===== src/rtl/fm_pipe_pkg.sv =====
package fm_pipe_pkg;
  localparam int INSTR_W = 32;
  localparam logic [INSTR_W-1:0] NOP_WORD = 32'h0000_000F;

  typedef struct packed {
    logic reg_wr;
    logic mem_wr;
    logic mem_rd;
    logic is_branch;
    logic is_jump;
  } side_fx_t;

  localparam int FX_W = $bits(side_fx_t);
endpackage


===== src/rtl/fm_hold_reg.sv =====
// Pipeline register slice: flush loads FLUSH_VAL, stall holds, else capture.
module fm_hold_reg #(
  parameter int           W         = 8,
  parameter logic [W-1:0] RST_VAL   = '0,
  parameter logic [W-1:0] FLUSH_VAL = '0
) (
  input  logic         clk,
  input  logic         rst_n,
  input  logic         flush,
  input  logic         stall,
  input  logic [W-1:0] d,
  output logic [W-1:0] q
);
  logic [W-1:0] q_nxt;

  always_comb begin
    q_nxt = q;
    if (flush)       q_nxt = FLUSH_VAL;
    else if (!stall) q_nxt = d;
  end

  always_ff @(posedge clk or negedge rst_n) begin
    if (!rst_n) q <= RST_VAL;
    else        q <= q_nxt;
  end
endmodule


===== src/rtl/fm_pc_reg.sv =====
// Program counter: stall holds, redirect loads target, else step.
module fm_pc_reg #(
  parameter int            AW       = 32,
  parameter logic [AW-1:0] RESET_PC = '0,
  parameter int            STEP     = 4
) (
  input  logic          clk,
  input  logic          rst_n,
  input  logic          stall,
  input  logic          redir_valid,
  input  logic [AW-1:0] redir_pc,
  output logic [AW-1:0] pc
);
  localparam logic [AW-1:0] STEP_V = AW'(STEP);

  logic [AW-1:0] pc_nxt;
  logic          pc_en;

  assign pc_en = !stall;

  always_comb begin
    pc_nxt = pc + STEP_V;
    if (redir_valid) pc_nxt = redir_pc;
  end

  always_ff @(posedge clk or negedge rst_n) begin
    if (!rst_n)     pc <= RESET_PC;
    else if (pc_en) pc <= pc_nxt;
  end
endmodule


===== src/rtl/fm_pipe_latch.sv =====
module fm_pipe_latch
  import fm_pipe_pkg::*;
#(
  parameter int            AW       = 32,
  parameter int            DW       = 32,
  parameter int            RW       = 5,
  parameter logic [AW-1:0] RESET_PC = '0
) (
  input  logic               clk,
  input  logic               rst_n,
  input  logic               flush_i,
  input  logic               stall_i,
  input  logic               redir_valid_i,
  input  logic [AW-1:0]      redir_pc_i,
  input  logic               a_reg_wr_i,
  input  logic               a_mem_wr_i,
  input  logic               a_mem_rd_i,
  input  logic               a_branch_i,
  input  logic               a_jump_i,
  input  logic [DW-1:0]      a_alu_i,
  input  logic [RW-1:0]      a_dest_i,
  input  logic [INSTR_W-1:0] a_instr_i,
  output logic [AW-1:0]      pc_o,
  output logic               m_reg_wr_o,
  output logic               m_mem_wr_o,
  output logic               m_mem_rd_o,
  output logic               m_branch_o,
  output logic               m_jump_o,
  output logic [DW-1:0]      m_alu_o,
  output logic [RW-1:0]      m_dest_o,
  output logic [INSTR_W-1:0] m_instr_o,
  output logic [DW-1:0]      dmem_addr_o
);
  side_fx_t fx_a, fx_m;

  always_comb begin
    fx_a.reg_wr    = a_reg_wr_i;
    fx_a.mem_wr    = a_mem_wr_i;
    fx_a.mem_rd    = a_mem_rd_i;
    fx_a.is_branch = a_branch_i;
    fx_a.is_jump   = a_jump_i;
  end

  fm_hold_reg #(.W(FX_W), .RST_VAL('0), .FLUSH_VAL('0)) fx_reg_i (
    .clk(clk), .rst_n(rst_n), .flush(flush_i), .stall(stall_i),
    .d(fx_a), .q(fx_m)
  );

  fm_hold_reg #(.W(DW), .RST_VAL('0), .FLUSH_VAL('0)) alu_reg_i (
    .clk(clk), .rst_n(rst_n), .flush(flush_i), .stall(stall_i),
    .d(a_alu_i), .q(m_alu_o)
  );

  fm_hold_reg #(.W(RW), .RST_VAL('0), .FLUSH_VAL('0)) dest_reg_i (
    .clk(clk), .rst_n(rst_n), .flush(flush_i), .stall(stall_i),
    .d(a_dest_i), .q(m_dest_o)
  );

  fm_hold_reg #(.W(INSTR_W), .RST_VAL(NOP_WORD), .FLUSH_VAL(NOP_WORD)) ins_reg_i (
    .clk(clk), .rst_n(rst_n), .flush(flush_i), .stall(stall_i),
    .d(a_instr_i), .q(m_instr_o)
  );

  fm_pc_reg #(.AW(AW), .RESET_PC(RESET_PC), .STEP(4)) pc_reg_i (
    .clk(clk), .rst_n(rst_n), .stall(stall_i),
    .redir_valid(redir_valid_i), .redir_pc(redir_pc_i), .pc(pc_o)
  );

  assign m_reg_wr_o  = fx_m.reg_wr;
  assign m_mem_wr_o  = fx_m.mem_wr;
  assign m_mem_rd_o  = fx_m.mem_rd;
  assign m_branch_o  = fx_m.is_branch;
  assign m_jump_o    = fx_m.is_jump;
  // Second-stage memory address comes from the registered result only.
  assign dmem_addr_o = m_alu_o;
endmodule


===== config.mk =====
export PLATFORM = sky130hd
export DESIGN_NAME = fm_pipe_latch
export DESIGN_NICKNAME = d
export VERILOG_FILES = /design/src/rtl/fm_pipe_pkg.sv /design/src/rtl/fm_hold_reg.sv /design/src/rtl/fm_pc_reg.sv /design/src/rtl/fm_pipe_latch.sv
export SDC_FILE = /design/constraint.sdc
export NUM_CORES = 1
export LEC_CHECK = 0
export BUFFER_PORTS_ARGS = -buffer_cell sky130_fd_sc_hd__buf_4
export CORE_MARGIN = 4
export CORE_UTILIZATION = 35
export DETAILED_ROUTE_END_ITERATION = 10
export HOLD_SLACK_MARGIN = 0.08
export PLACE_DENSITY = 0.66
export SLEW_MARGIN = 20
export SYNTH_ARGS = -nofsm -noshare
export SYNTH_HDL_FRONTEND = slang
export SYNTH_SLANG_ARGS = --single-unit
export TNS_END_PERCENT = 100

===== constraint.sdc =====
create_clock -name clk -period 2.6 [get_ports clk]
set_input_delay 0 -clock clk [delete_from_list [all_inputs] [get_ports clk]]
set_output_delay 0 -clock clk [all_outputs]
set_load 0.05 [all_outputs]

; Yosys cells after proc, flatten, opt, wreduce, memory -nomap -nowiden
; Cells that the tools add are included.
; Widths: inputs -> output; s select.
[op_classes]
n_mux = 9
eq_ne = 1
n_addsub = 1
[op_table]
columns = cell, n
row1 = $mux 32, 5
row2 = $add 32x3->32 const B, 1
row3 = $mux 5, 4
row4 = $ne 2x2->1 const B, 1
[totals]
in_bits = 111
wordCells = 16
reg_bits = 106
out_inout_bits = 138

; Depth between registers and ports, before layout
; Gate-level depths: netlist of run 1.
[depth]
ltp_word = 2
ltp_mapped = 6
mapped_depth_nobuf = 6

; Hierarchy
; Synthesis of run 1 repeated with hierarchy kept, for this count alone.
[hier_totals]
hier_cells = 512
area_unflattened_um2 = 5296.3
[modules_own_cells]
columns = module, area_each_um2, seq_area_each_um2, instances, cells_each
row1 = fm_pc_reg, 1986.9, 800.8, 1, 242
row2 = fm_hold_reg (ins_reg_i), 1335.0, 805.8, 1, 103
row3 = fm_hold_reg (alu_reg_i), 1323.8, 800.8, 1, 103
row4 = fm_hold_reg (dest_reg_i ...), 205.2, 125.1, 2, 16
row5 = fm_pipe_latch, 240.2, 0.0, 1, 32

; Least setup slack after synthesis of run 1
; No wires, ideal clock.
[synth_path]
kind = reg2reg
from = reg pc_reg_i.pc[2]
to = reg pc_reg_i.pc[28]
t_required_ps = 2478
period_less_slack_ps = 2253
arrival_ps = 2131
setup_time_ps = 122
setup_slack_ps = 347
n_path_buf = 0
path_stages_with_launch = 7
cell_sequence = dfrtp_1 > ha_1 > nand4_2 > or3_1 > nor4_1 > mux2i_1 > nand2_1
[synth_via]
elab_chain_cells = 2
[synth_rtl]
columns = item, line_no
row1 = "start, declared", fm_pc_reg.sv:12  ; output logic [AW-1:0] pc
row2 = "start signal, assigned", fm_pc_reg.sv:28  ; else if (pc_en) pc <= pc_nxt;
row3 = $add 32x3->32, fm_pc_reg.sv:22  ; pc_nxt = pc + STEP_V;
row4 = $mux 32, fm_pc_reg.sv:23  ; if (redir_valid) pc_nxt = redir_pc;
; Every way passes these cells.
; A chain may end at the register's enable or synchronous reset.

; Worst setup path after layout of run 1
; Same ends and word-level chain as after synthesis.

==> results of run 1 <==
==> where the power goes <==
| group | internal [mW] | switching (mW) | total (mW) |
|---|---|---|---|
| logic | 0.587 | 0.980 | 1.57 |
| registers | 1.79 | 0.162 | 1.95 |
| clock network | 0.846 | 0.616 | 1.46 |
==> per-stage QoR <==
stage | setup slack (ps) | power, mW
floorplan | 347 | 2.90
global placement | 620 | 3.39
detailed placement | 531 | 3.41
CTS | 525 | 5.02
global route | 333 | 5.20
finish | 526 | 4.98
==> kinds of logic (layout without fill, tap and decap cells) <==
kind of cell / Yosys count / in the layout / synth area share
simple gates: 180 / 180 / 0.166
flops: 106 / 106 / 0.510
mux: 79 / 79 / 0.152
compound gates: 74 / 74 / 0.0936
buf+inv: 69 / 382 / 0.0754
fa+ha+maj: 1 / 1 / 0.00240
==> layout by cell type, fill, tap and decap left out, drive strengths merged, types with 4 or more instances in the layout <==
cell type    count
buf            252
dlygate4sd3    107
dfrtp          102
nor2            94
mux2i           76
nand2           23
a21oi           20
nand3           17
o21ai           14
clkbuf          11
nand4           10
a22oi            9
nor2b            7
and3             7
o22a             7
o22ai            5
inv              5
nor4             5
a211o            4
and2             4
a2bb2oi          4
dfstp            4
and4             4
nor3             4
clkinv           4
==> flip-flops by register name (all words and copies together) (netlist names) <==
signal        count
alu_reg_i.q      32
ins_reg_i.q      32
pc_reg_i.pc      32
dest_reg_i.q      5
fx_reg_i.q        5
==> worst max-delay path, stage by stage (launching register included) <==
cell	delay, ps
sky130_fd_sc_hd__dfrtp_1	430
sky130_fd_sc_hd__ha_1	260
sky130_fd_sc_hd__nand4_2	200
sky130_fd_sc_hd__or3_1	420
sky130_fd_sc_hd__nor4_1	360
sky130_fd_sc_hd__mux2i_1	230
sky130_fd_sc_hd__nand2_1	70
==> what timing repair did <==
action / CTS / global route
hold endpoints to repair: 163 / 0
buffers inserted: 0 / 0
hold buffers: 107 / 0
==> final cells by class <==
type | instances | area (um^2) | share of cell area
clock inverters | 5 | 81.3 | 0.00971
multi-input cells | 334 | 2160 | 0.258
flip-flops and latches | 106 | 2660 | 0.317
clock buffers | 11 | 233 | 0.0278
inverters | 7 | 26.3 | 0.00314
repair buffers | 359 | 2990 | 0.357
well taps | 184 | 230 | 0.0275
==> metal layers <==
layer | track usage | up-vias | wire length (um)
li1 | - | 2376 | -
met1 | 0.223 | 2421 | 6380
met2 | 0.339 | 200 | 8480
met3 | 0.0581 | 24 | 1250
met4 | 0.0562 | 0 | 312
met5 | 0 | - | 0
==> path summary, 6_finish.rpt <==
| path | from | endpoint | depth (start not counted) |
|---|---|---|---|
| setup / recovery | pc_reg_i.pc[2]$_DFFE_PN0N_ | pc_reg_i.pc[28]$_DFFE_PN0N_ | 6 |
| min in group asynchronous | rst_n | pc_reg_i.pc[29]$_DFFE_PN0N_ | 2 |
| hold / removal | stall_i | pc_reg_i.pc[0]$_DFFE_PN0P_ | 4 |
| setup reg to reg | pc_reg_i.pc[2]$_DFFE_PN0N_ | pc_reg_i.pc[28]$_DFFE_PN0N_ | 6 |
| max in group asynchronous | rst_n | ins_reg_i.q[17]$_DFFE_PN0P_ | 3 |
| hold reg to reg | pc_reg_i.pc[0]$_DFFE_PN0P_ | pc_reg_i.pc[0]$_DFFE_PN0P_ | 2 |
==> qor.yml, run 1 <==
die:
  initial_core_util: 0.359
  die_height_um: 130
  ios: 249
  area_of_the_die_um2: 16900
  placementRows: 44
  core-area_um2: 14500
  die_width_um: 130
synthesis:
  synthMostInstantiatedCell: "sky130_fd_sc_hd__dfrtp_1"
  netlist_area_pre_place_um2: 5210
  syn-mean-instance-area_um2: 10.2
  synth_nets: 621
  ys_top_cells_by_count: "102 x sky130_fd_sc_hd__dfrtp_1, 94 x sky130_fd_sc_hd__nor2_1, 76 x sky130_fd_sc_hd__mux2i_1, 33 x sky130_fd_sc_hd__buf_4, 23 x sky130_fd_sc_hd__nand2_1"
  post-synth-top-area-cell: "sky130_fd_sc_hd__dfrtp_1"
  synth_flop_cell: "sky130_fd_sc_hd__dfrtp_1"
  ys_async_sr_fraction: 1.00
  ys.warnings.count: 0
  synth.lib_cells_used.distinct: 46
  synth.area.top_cells: "sky130_fd_sc_hd__dfrtp_1 49%, sky130_fd_sc_hd__mux2i_1 15%, sky130_fd_sc_hd__nor2_1 6.8%, sky130_fd_sc_hd__buf_4 4.8%, sky130_fd_sc_hd__dfstp_2 2.0%"
  synth_top_cell_area_share: 0.490
  synthesis.instances: 509
  synth.yosys.seq_area_share: 0.510
  yosys_register_bits: 106
  synth-edff-count: 0
clock_tree:
  cts_sink_count: 106
  post_cts_resized: 0
  numCtsBuffers: 9
  cts-htree-levels: 3
  clk_latency_ps: 340
  cts.reportedPaths.clkPinSlew_ps: 70
  cts_root_buf: "sky130_fd_sc_hd__clkbuf_16"
  max-clock-path-buffers: 2
  tritoncts: "yes"
worst_setup_path:
  critical_path.endpoint_type: "register"
  critical_path_arrival_ps: 2310
  cp_data_required_time_ps: 2830
  r2r_setup_slack_ps: 530
  path_class: "reg -> reg"
  start_kind: "register"
  critical_path_peak_fanout: 6
timing:
  tightest_slew_ps: 840
  fin_crit_sh: 0.798
  setup_total_negative_slack_ps: 0
  timing.final.setup_violations: 0
  finalMaxSlewViolations: 0
  slew_headroom: 0.440
  final_period_minus_worst_setup_slack_ps: 2070
  final_hold_viol_count: 0
  grt_setup_unrepaired: "false"
  clock.fmax_ghz: 0.482
  skew_ps: 7.32
  holdWs_ps: 134
finish:
  num_antenna_cells: 0
  fin_nets: 929
  number_of_non_filler_instances_in_the_completed_layout: 1006
  area_growth_syn_to_layout_pct: 60.7
  post_route_cells_drive_above_1_share: 0.341
  num-fill-cells: 1196
  fin_area_um2: 8380
  finish.utilization: 0.576
global_routing:
  grt_overflow: 0
  grt_antenna_before_repair: 0
  grt_pass1_vias: 5241
  largest_net_degree_at_the_start_of_global_routing: 115
  grt_usage: 0.191
  grt_pass1_wl_um: 26000
routing:
  first_drt_iteration_drcs: 279
  wl_per_cell_um: 16.3
  drt_pre_antenna_iters: 4
  vias_per_cell: 4.99
  route.vias.total: 5021
  wl_um: 16400
  drcViolationCount: 0
  ant_nets: 0
place:
  gpl.final_weighted_congestion: 0.787
  placed_cells: 883
  io_buffer_count: 248
  dpl.hpwl_um: 10700
  placedInstanceArea_um2: 6990
job:
  max-cap-violations: 0
pwr:
  vdd.ir_drop.worst_v: 0.000529
  cellPowerDensity_nw_per_um2: 594
  power.static_leakage_nw: 4.20
worst_hold_path:
  worstHoldPathType: "in -> reg"
outcome:
  outcome: "completed"
Power figures use the tool's default switching activity.
==> run 2: changes to the inputs <==
--- a/config.mk
+++ b/config.mk
@@ -10,7 +10,7 @@
 export CORE_UTILIZATION = 35
 export DETAILED_ROUTE_END_ITERATION = 10
 export HOLD_SLACK_MARGIN = 0.08
-export PLACE_DENSITY = 0.66
+export PLACE_DENSITY = 0.69
 export SLEW_MARGIN = 20
 export SYNTH_ARGS = -nofsm -noshare
 export SYNTH_HDL_FRONTEND = slang
==> constraint.sdc (replaced) <==
create_clock -name clk -period 1.76 [get_ports clk]
set_input_delay 0 -clock clk [delete_from_list [all_inputs] [get_ports clk]]
set_output_delay 0 -clock clk [all_outputs]
set_load 0.05 [all_outputs]
==> qor.yml, run 2 (same netlist as run 1, synthesis figures left out) <==
clock_tree:
  tritoncts: "yes"
  cts_sink_count: 106  # unchanged
  clk_latency_ps: 340  # about the same
  cts-htree-levels: 3  # unchanged
  cts.reportedPaths.clkPinSlew_ps: 70  # about the same
  cts_root_buf: "sky130_fd_sc_hd__clkbuf_16"
  max-clock-path-buffers: 2  # unchanged
  numCtsBuffers: 9  # unchanged
timing:
  timing.final.setup_violations: 0  # unchanged
  setup_total_negative_slack_ps: 0  # unchanged
  fin_crit_sh: 0.979  # +0.182
  slew_headroom: 0.486  # +0.0459
  grt_setup_unrepaired: "true"
  holdWs_ps: 90.5  # -43.7 ps
  final_period_minus_worst_setup_slack_ps: 1720  # -350 ps
  tightest_slew_ps: 771  # -68.9 ps
  final_hold_viol_count: 0  # unchanged
  skew_ps: 8.89  # +1.58 ps
  finalMaxSlewViolations: 0  # unchanged
  clock.fmax_ghz: 0.580  # +20%
worst_setup_path:
  start_kind: "register"
  worst_r2r_endpoint: "pc_reg_i.pc[26]$_DFFE_PN0N_"
  worstRegToRegCells: 6  # unchanged
  r2r_setup_slack_ps: 40  # -490 ps
  critical_path_arrival_ps: 2000  # -310 ps
  critical_path.endpoint_type: "register"
  reg2reg_from: "pc_reg_i.pc[3]$_DFFE_PN0N_"
  critical_path_peak_fanout: 6  # unchanged
  path_class: "reg -> reg"
  cp_data_required_time_ps: 2030  # -800 ps
global_routing:
  grt_antenna_before_repair: 0  # unchanged
  grt_pass1_vias: 5130  # -2.1%
  grt_usage: 0.192  # +0.000897
  grt_pass1_wl_um: 26200  # +0.56%
  grt_overflow: 0  # unchanged
  largest_net_degree_at_the_start_of_global_routing: 75  # -35%
pwr:
  cellPowerDensity_nw_per_um2: 858  # +44%
  vdd.ir_drop.worst_v: 0.000716  # +35%
  pwr-share-seq: 0.380  # -0.012
  pwr_total_mw: 7.51  # +51%
  cell_internal_pwr_mw: 4.88  # +51%
  clockPowerShare: 0.285  # -0.009
  netSwitchingPower_mw: 2.63  # +50%
  power.static_leakage_nw: 4.38  # +4.3%
  combinational_power_share: 0.335  # +0.020
  power.switching_fraction: 0.350  # -0.00295
routing:
  wl_um: 16800  # +2.5%
  drt_pre_antenna_iters: 4  # unchanged
  drcViolationCount: 0  # unchanged
  vias_per_cell: 4.94  # -0.94%
  ant_nets: 0  # unchanged
  route.vias.total: 5152  # +2.6%
  first_drt_iteration_drcs: 249  # -11%
  wl_per_cell_um: 16.2  # -1.1%
finish:
  mostFrequentLayoutCell: "sky130_fd_sc_hd__buf_4"
  leading_registers_by_flop_count: "alu_reg_i.q x32, ins_reg_i.q x32, pc_reg_i.pc x32"
  num-fill-cells: 1172  # -2.0%
  final_cell_mix: "281 x sky130_fd_sc_hd__buf_4, 110 x sky130_fd_sc_hd__dlygate4sd3_1, 93 x sky130_fd_sc_hd__nor2_1"
  multi_input_comb_area_um2: 2240  # +3.8%
  post_route_cells_drive_above_1_share: 0.396  # +0.0554
  fin_nets: 963  # +3.7%
  seq_area_um2: 2680  # +0.85%
  area_growth_syn_to_layout_pct: 68.0
die:
  area_of_the_die_um2: 16900  # unchanged
  placementRows: 44  # unchanged
  core-area_um2: 14500  # unchanged
  ios: 249  # unchanged
  die_width_um: 130  # unchanged
  initial_core_util: 0.359  # unchanged
  die_height_um: 130  # unchanged
place:
  dpl.hpwl_um: 11300  # +5.9%
  gpl.final_weighted_congestion: 0.910  # +16%
  io_buffer_count: 248  # unchanged
worst_hold_path:
  worstHoldPathType: "in -> async"
job:
  max-cap-violations: 0  # unchanged
outcome:
  outcome: "completed"
## run 2: worst max-delay path, stage by stage, from the launching register on
cell	delay (ps)
sky130_fd_sc_hd__dfrtp_2	420
sky130_fd_sc_hd__ha_4	180
sky130_fd_sc_hd__nand4_4	140
sky130_fd_sc_hd__or3_4	390
sky130_fd_sc_hd__nor3_4	140
sky130_fd_sc_hd__mux2_4	320
sky130_fd_sc_hd__nor2_2	70
## run 2: final cells by class
class	instances	area share
inverter	7	0.00300
antenna	2	0.000572
clock buffer	10	0.0262
sequential	106	0.306
multi-input combinational	334	0.256
tap	184	0.0263
timing repair buffer	393	0.371
clock inverter	6	0.0103
## run 2: worst max path at each step
| stage | slack [ps] | from | cells after the start | endpoint |
|---|---|---|---|---|
| floorplan | -80 | pc_reg_i.pc[3]$_DFFE_PN0N_ | 6 | pc_reg_i.pc[26]$_DFFE_PN0N_ |
| global placement | 70 | pc_reg_i.pc[3]$_DFFE_PN0N_ | 6 | pc_reg_i.pc[26]$_DFFE_PN0N_ |
| detailed placement | 30 | pc_reg_i.pc[2]$_DFFE_PN0N_ | 6 | pc_reg_i.pc[26]$_DFFE_PN0N_ |
| CTS | 5 | pc_reg_i.pc[2]$_DFFE_PN0N_ | 6 | pc_reg_i.pc[26]$_DFFE_PN0N_ |
| global route | -50 | pc_reg_i.pc[3]$_DFFE_PN0N_ | 6 | pc_reg_i.pc[26]$_DFFE_PN0N_ |
| finish | 40 | pc_reg_i.pc[3]$_DFFE_PN0N_ | 6 | pc_reg_i.pc[26]$_DFFE_PN0N_ |
## run 2: metal layers
metal,GRT usage,vias up,part of all wire
met5,0,-,0
met4,0.0789,0,0.027
met3,0.0385,31,0.073
met2,0.333,225,0.50
met1,0.234,2453,0.40
li1,-,2443,-
## run 2: what timing repair did
| action | 4_1_cts | 5_1_grt |
|---|---|---|
| buffers inserted | 0 | 8 |
| endpoints found under the setup margin | 0 | 9 |
| endpoints found under the hold margin | 211 | 0 |
| hold buffers | 110 | 0 |
| gates resized for setup | 0 | 5 |
## run 2: power groups by stage
stage | clock network (mW) | logic (mW) | registers, mW
2_1_floorplan | 0 | 0.698 | 3.62
3_3_place_gp | 0 | 2.24 | 2.89
3_5_place_dp | 0 | 2.27 | 2.90
4_1_cts | 2.20 | 2.47 | 2.86
5_1_grt | 2.31 | 2.66 | 2.88
6_report | 2.14 | 2.52 | 2.85
## run 2: stage by stage
stage | std cells | instance area, um^2 | utilization | setup WS [ps]
final | 1042 | 8750 | 0.602 | 36.5
after global routing | 1040 | 8750 | 0.602 | -52.7
after CTS | 1032 | 8670 | 0.597 | 5.47
after detailed placement | 906 | 7250 | 0.499 | 29.8
after global placement | 906 | 7250 | 0.499 | 66.7
after floorplan | 509 | 5300 | - | -80.8
